$ cat config.mk
export PLATFORM = sky130hd
export DESIGN_NAME = csmacd_tx_ctrl
export DESIGN_NICKNAME = d
export VERILOG_FILES = /design/src/rtl/csmacd_pkg.sv /design/src/rtl/csmacd_win_cnt.sv /design/src/rtl/csmacd_jam_gen.sv /design/src/rtl/csmacd_tx_ctrl.sv
export SDC_FILE = /design/constraint.sdc
export NUM_CORES = 1
export LEC_CHECK = 0
export ABC_CLOCK_PERIOD_IN_PS = 1580
export CAP_MARGIN = 10
export CELL_PAD_IN_SITES_DETAIL_PLACEMENT = 0
export CELL_PAD_IN_SITES_GLOBAL_PLACEMENT = 2
export CORE_MARGIN = 5
export CORE_UTILIZATION = 27
export CTS_CLUSTER_DIAMETER = 120
export DETAILED_ROUTE_END_ITERATION = 10
export GPL_TIMING_DRIVEN = 0
export HOLD_SLACK_MARGIN = 0.08
export PLACE_DENSITY = 0.73
export SLEW_MARGIN = 20
export SYNTH_ARGS = -nofsm -noshare
export SYNTH_HDL_FRONTEND = slang
export SYNTH_SLANG_ARGS = --single-unit
$ cat constraint.sdc
create_clock -name clk -period 1.58 [get_ports clk]
set_clock_uncertainty 0.15 [all_clocks]
set_input_delay 0.158 -clock clk [delete_from_list [all_inputs] [get_ports clk]]
set_output_delay 0.158 -clock clk [all_outputs]
set_load 0.05 [all_outputs]
$ cat src/rtl/csmacd_pkg.sv
package csmacd_pkg;
   typedef enum logic [1:0] {
      ST_IDLE = 2'd0,
      ST_SEND = 2'd1,
      ST_JAM  = 2'd2
   } tx_state_e;

   localparam int unsigned RT_WINDOW_DEF = 464;
   localparam int unsigned JAM_LEN_DEF   = 48;
endpackage

$ cat src/rtl/csmacd_win_cnt.sv
module csmacd_win_cnt #(
   parameter int unsigned WINDOW_BITS = 464
) (
   input  logic clk,
   input  logic rst,
   input  logic clear,
   input  logic step,
   output logic in_window
);
   localparam int unsigned WCW = $clog2(WINDOW_BITS + 1);

   if (WINDOW_BITS < 1) begin : g_bad_window
      $error("WINDOW_BITS must be at least 1");
   end

   logic [WCW-1:0] cnt;

   assign in_window = (cnt < WCW'(WINDOW_BITS));

   always_ff @(posedge clk) begin
      if (rst || clear) cnt <= '0;
      else if (step && in_window) cnt <= cnt + 1'b1;
   end

   p_win_sat_r6: assert property (@(posedge clk) disable iff (rst)
      cnt <= WCW'(WINDOW_BITS));
   p_win_mono_r6: assert property (@(posedge clk) disable iff (rst)
      (!in_window && !clear) |=> !in_window);
endmodule

$ cat src/rtl/csmacd_jam_gen.sv
module csmacd_jam_gen #(
   parameter int unsigned JAM_BITS = 48,
   parameter bit          JAM_LEAD = 1'b1
) (
   input  logic clk,
   input  logic rst,
   input  logic start,
   input  logic step,
   output logic jam_bit,
   output logic jam_last
);
   localparam int unsigned JCW = (JAM_BITS > 2) ? $clog2(JAM_BITS) : 1;

   if (JAM_BITS < 2 || (JAM_BITS % 2) != 0) begin : g_bad_jam
      $error("JAM_BITS must be an even count of at least 2");
   end

   logic [JCW-1:0] cnt;

   if (JAM_LEAD) begin : g_lead_one
      assign jam_bit = ~cnt[0];
   end else begin : g_lead_zero
      assign jam_bit = cnt[0];
   end

   assign jam_last = (cnt == JCW'(JAM_BITS - 1));

   always_ff @(posedge clk) begin
      if (rst || start) cnt <= '0;
      else if (step && !jam_last) cnt <= cnt + 1'b1;
   end

   p_jam_alt_r4: assert property (@(posedge clk) disable iff (rst)
      ($past(step) && !$past(jam_last) && !$past(start) && !$past(rst)) |-> (jam_bit != $past(jam_bit)));
endmodule

$ cat src/rtl/csmacd_tx_ctrl.sv
module csmacd_tx_ctrl
   import csmacd_pkg::*;
#(
   parameter int unsigned WINDOW_BITS = RT_WINDOW_DEF,
   parameter int unsigned JAM_BITS    = JAM_LEN_DEF,
   parameter int unsigned SLOT_W      = 16,
   parameter bit          JAM_LEAD    = 1'b1
) (
   input  logic              clk,
   input  logic              rst,
   input  logic              bit_tick,
   input  logic              frame_valid,
   input  logic              frame_bit,
   input  logic              frame_last,
   output logic              bit_ready,
   output logic              tx_bit,
   output logic              tx_en,
   input  logic              rx_bit,
   output logic              done,
   output logic              collided,
   output logic              backoff_start,
   output logic [SLOT_W-1:0] slot_time
);
   localparam int unsigned SLOT_BITS = WINDOW_BITS + JAM_BITS;

   if (SLOT_BITS >= (64'd1 << SLOT_W)) begin : g_bad_slot
      $error("SLOT_W too narrow for the slot length");
   end

   tx_state_e state;
   logic      data_q, last_q;
   logic      in_window, jam_bit, jam_last;
   logic      coll_now, take, win_clear;

   assign slot_time = SLOT_W'(SLOT_BITS);
   assign coll_now  = bit_tick && (state == ST_SEND) && (rx_bit != data_q) && in_window;
   assign bit_ready = bit_tick && ((state == ST_IDLE) ||
                      ((state == ST_SEND) && !last_q && !coll_now));
   assign take      = bit_ready && frame_valid;
   assign win_clear = take && (state == ST_IDLE);

   assign tx_en  = (state != ST_IDLE);
   assign tx_bit = (state == ST_SEND) ? data_q :
                   (state == ST_JAM)  ? jam_bit : 1'b0;

   csmacd_win_cnt #(.WINDOW_BITS(WINDOW_BITS)) win_i (
      .clk      (clk),
      .rst      (rst),
      .clear    (win_clear),
      .step     (bit_tick && (state == ST_SEND)),
      .in_window(in_window)
   );

   csmacd_jam_gen #(.JAM_BITS(JAM_BITS), .JAM_LEAD(JAM_LEAD)) jam_i (
      .clk     (clk),
      .rst     (rst),
      .start   (coll_now),
      .step    (bit_tick && (state == ST_JAM)),
      .jam_bit (jam_bit),
      .jam_last(jam_last)
   );

   always_ff @(posedge clk) begin
      if (rst) begin
         state         <= ST_IDLE;
         data_q        <= 1'b0;
         last_q        <= 1'b0;
         done          <= 1'b0;
         collided      <= 1'b0;
         backoff_start <= 1'b0;
      end else begin
         done          <= 1'b0;
         backoff_start <= 1'b0;
         unique case (state)
            ST_IDLE: begin
               if (take) begin
                  data_q <= frame_bit;
                  last_q <= frame_last;
                  state  <= ST_SEND;
               end
            end
            ST_SEND: begin
               if (coll_now) begin
                  state         <= ST_JAM;
                  backoff_start <= 1'b1;
               end else if (bit_tick && last_q) begin
                  state    <= ST_IDLE;
                  done     <= 1'b1;
                  collided <= 1'b0;
               end else if (take) begin
                  data_q <= frame_bit;
                  last_q <= frame_last;
               end
            end
            ST_JAM: begin
               if (bit_tick && jam_last) begin
                  state    <= ST_IDLE;
                  done     <= 1'b1;
                  collided <= 1'b1;
               end
            end
            default: state <= ST_IDLE;
         endcase
      end
   end

   p_ready_on_tick_r2: assert property (@(posedge clk) disable iff (rst)
      bit_ready |-> bit_tick);
   p_no_late_jam_r6: assert property (@(posedge clk) disable iff (rst)
      ((state == ST_SEND) && !in_window) |=> (state != ST_JAM));
   p_backoff_in_jam_r5: assert property (@(posedge clk) disable iff (rst)
      backoff_start |-> (tx_en && (tx_bit == JAM_LEAD)));
   p_done_idle_r7: assert property (@(posedge clk) disable iff (rst)
      done |-> !tx_en);
   p_hold_between_r9: assert property (@(posedge clk) disable iff (rst)
      (!$past(bit_tick) && !$past(rst)) |-> ($stable(tx_bit) && $stable(tx_en)));
   p_no_ready_jam_r3: assert property (@(posedge clk) disable iff (rst)
      (state == ST_JAM) |-> !bit_ready);
endmodule

==> impl_metrics.json <==
{
  "synthArstFlopShare_pct": 0,
  "hold_viol": 0,
  "cts.sink_count": 22,
  "final_cell_mix": "sky130_fd_sc_hd__buf_4, sky130_fd_sc_hd__nor2_1, sky130_fd_sc_hd__conb_1, sky130_fd_sc_hd__dfxtp_1, sky130_fd_sc_hd__buf_6",
  "syn_area_mm2": 0.00135,
  "insertedDiodeCount": 0,
  "insertion_delay_ns": 0.27,
  "yosys_warnings": 0,
  "io_buffers": 11,
  "ioPinCount": 29,
  "setup_repair_after_global_routing_missed_its_margin": "true",
  "place_congestion": 0.787,
  "ff2ff_path_depth": 6,
  "setup-violations-final": 8,
  "peak_freq_mhz": 581,
  "cp_max_fo": 5,
  "num_rows": 25,
  "drt.antenna.violating_nets": 0,
  "synth_edf_count": 0,
  "clk_root_buffer_cell": "sky130_fd_sc_hd__clkbuf_8",
  "critical_path.startpoint": "state[1]",
  "post-route-cell-area_mm2": 0.00202,
  "place.detailed.hpwl_um": 2320,
  "globalRouteTotalUtil_pct": 10.6,
  "final_critical_path_setup_slack_ns": -0.140,
  "setup.worst_path.start_class": "flop",
  "worstReg2RegEnd": "state[0]",
  "min_period_over_period_pct": 109,
  "core-area_mm2": 0.00479,
  "die_width_um": 80.7,
  "yosysUniqueCellTypes": 44,
  "total_power_mw": 1.32,
  "drt_iter0_drc": 34,
  "synthDominantAreaCellType": "sky130_fd_sc_hd__dfxtp_1",
  "layout.nets": 214,
  "clock_tree.htree_level_count": 1,
  "timing.rr.start": "state[1]",
  "cts_buffers": 3,
  "mean_instance_size_in_the_synthesized_netlist_um2": 8.77,
  "vdd_ir_drop_max_v": 0.000355,
  "setup.reg_to_reg.worst_slack_ns": -0.12,
  "finish.utilization_pct": 42.1,
  "placed_area_mm2": 0.00165,
  "post_synth_main_area_contributors": "sky130_fd_sc_hd__dfxtp_1, sky130_fd_sc_hd__buf_4, sky130_fd_sc_hd__nor2_1, sky130_fd_sc_hd__ha_1, sky130_fd_sc_hd__xnor2_1",
  "proportion_of_layout_cells_with_a_drive_suffix_above_1_pct": 42.3,
  "synth_largest_type_area_fraction_pct": 32.6,
  "vias_in_the_first_global_route": 1146,
  "worstSetupEndpoint": "tx_bit",
  "timing.setup.critical_path_class": "reg2out",
  "grt_max_degree": 13,
  "synthesis_stage_register_bit_count": 22,
  "clk_pin_slew_ns": 0.08,
  "gr-total-overflow": 0,
  "number_of_antenna_violations_at_the_first_check_in_global_routing": 0,
  "fp.dieArea_mm2": 0.00652,
  "p_leak_nw": 0.815,
  "min_path_type": "in2reg",
  "drv.max_cap_violation_count": 0,
  "wire_per_inst_um": 12.2,
  "drt_wl_total_um": 3280,
  "critPathRequiredTime_ns": 1.27,
  "crit_end_category": "output port",
  "initial_utilization_pct": 28.2,
  "route.detailed.drc": 0,
  "final_common_cell": "sky130_fd_sc_hd__buf_4",
  "p_per_area_mw_per_mm2": 657,
  "violations": "setup timing",
  "post_cts_hold_buffer_count": 0,
  "finalCriticalPeriod_ns": 1.72,
  "syn_inst": 154,
  "preCtsSetupSlack_ns": -0.766,
  "final_max_slew_viol_count": 0,
  "clock_tree.buffer_depth": 2,
  "synth_seq_area_share_pct": 32.6,
  "die-height_um": 80.7,
  "grt_pass1_wl_um": 5330,
  "via_count": 1162,
  "firstDrtPassIters": 4,
  "run_status": "complete, but fails checks",
  "ys_dominant_reg_cell": "sky130_fd_sc_hd__dfxtp_1",
  "tritoncts_clock_tree": "built",
  "area_delta_synth_final_pct": 49.2,
  "timing.critical_path.arrival_ns": 1.41,
  "via_per_inst": 4.34
}
cell families after synthesis:
group	synth area share [%]
XOR/XNOR	7.69
buffers and inverters	11.0
other	0.556
AO/OA/AOI/OAI	12.8
multiplexers	2.96
AND/OR/NAND/NOR	27.8
flip-flops	32.6
adder cells (fa/ha/maj)	4.63
synthesized netlist by cell type (all sizes together) (5+ instances only):
cell type / count
buf: 18
xor2: 5
a21oi: 5
nor2: 20
xnor2: 6
o21ai: 5
dfxtp: 22
ha: 5
nand2b: 6
nand2: 9
nand3: 8
area by class of cell:
class,instances,area [um2]
sequential,22,455
inverter,4,22.5
tap,67,83.8
multi-input combinational,123,995
clock buffer,4,55.1
buffer,18,129
fill,481,2770
timing repair buffer,30,275
registers in the layout, indices dropped and copies added, names as in the netlist:
register       count
win_i.cnt          9
jam_i.cnt          6
state              2
backoff_start      1
collided           1
data_q             1
done               1
last_q             1
how the worst min path moves through the flow:
stage	slack (ns)	to	start	depth (start not counted)
after floorplan	0.16	last_q	frame_last	2
after global placement	0.33	win_i.cnt[1]	win_i.cnt[1]	2
after detailed placement	0.34	win_i.cnt[1]	win_i.cnt[1]	2
after CTS	0.26	state[1]	bit_tick	4
after global routing	0.29	state[1]	bit_tick	4
final	0.26	state[1]	bit_tick	4
report_power, final:
group	switching (mW)	internal, mW	leakage [nW]	total [mW]
Sequential	0.0101	0.557	0.181	0.567
Clock	0.191	0.223	0.0288	0.413
Combinational	0.211	0.134	0.605	0.345
Total	0.411	0.913	0.815	1.32
layer usage:
layer	track usage (%)	part of all wire [%]	vias up
met5	0	0	-
met4	2.53	0.49	0
met3	3.33	4.2	2
met2	20.1	52	22
met1	11.5	43	540
li1	-	-	598
metrics by stage:
step | hold WS [ns] | instances | TNS (ns)
finish | 0.265 | 268 | -0.474
global route | 0.295 | 268 | -1.51
CTS | 0.261 | 263 | -0.650
detailed placement | 0.340 | 246 | -4.37
global placement | 0.332 | 246 | -4.24
floorplan | 0.163 | 168 | -0.371
worst max-delay path, stage by stage, from the launching register on:
cell and delay (ns):
sky130_fd_sc_hd__dfxtp_4 0.37, sky130_fd_sc_hd__buf_6 0.10, sky130_fd_sc_hd__ha_4 0.17, sky130_fd_sc_hd__inv_4 0.04, sky130_fd_sc_hd__o31ai_4 0.27, sky130_fd_sc_hd__buf_6 0.19
what timing repair did:
item / CTS / global route
setup endpoints to repair: 23 / 20
setup buffers: 14 / 5
resized for setup: 49 / 23
pin swaps: 10 / 7
No activity file was read; power rests on OpenSTA's default activity.
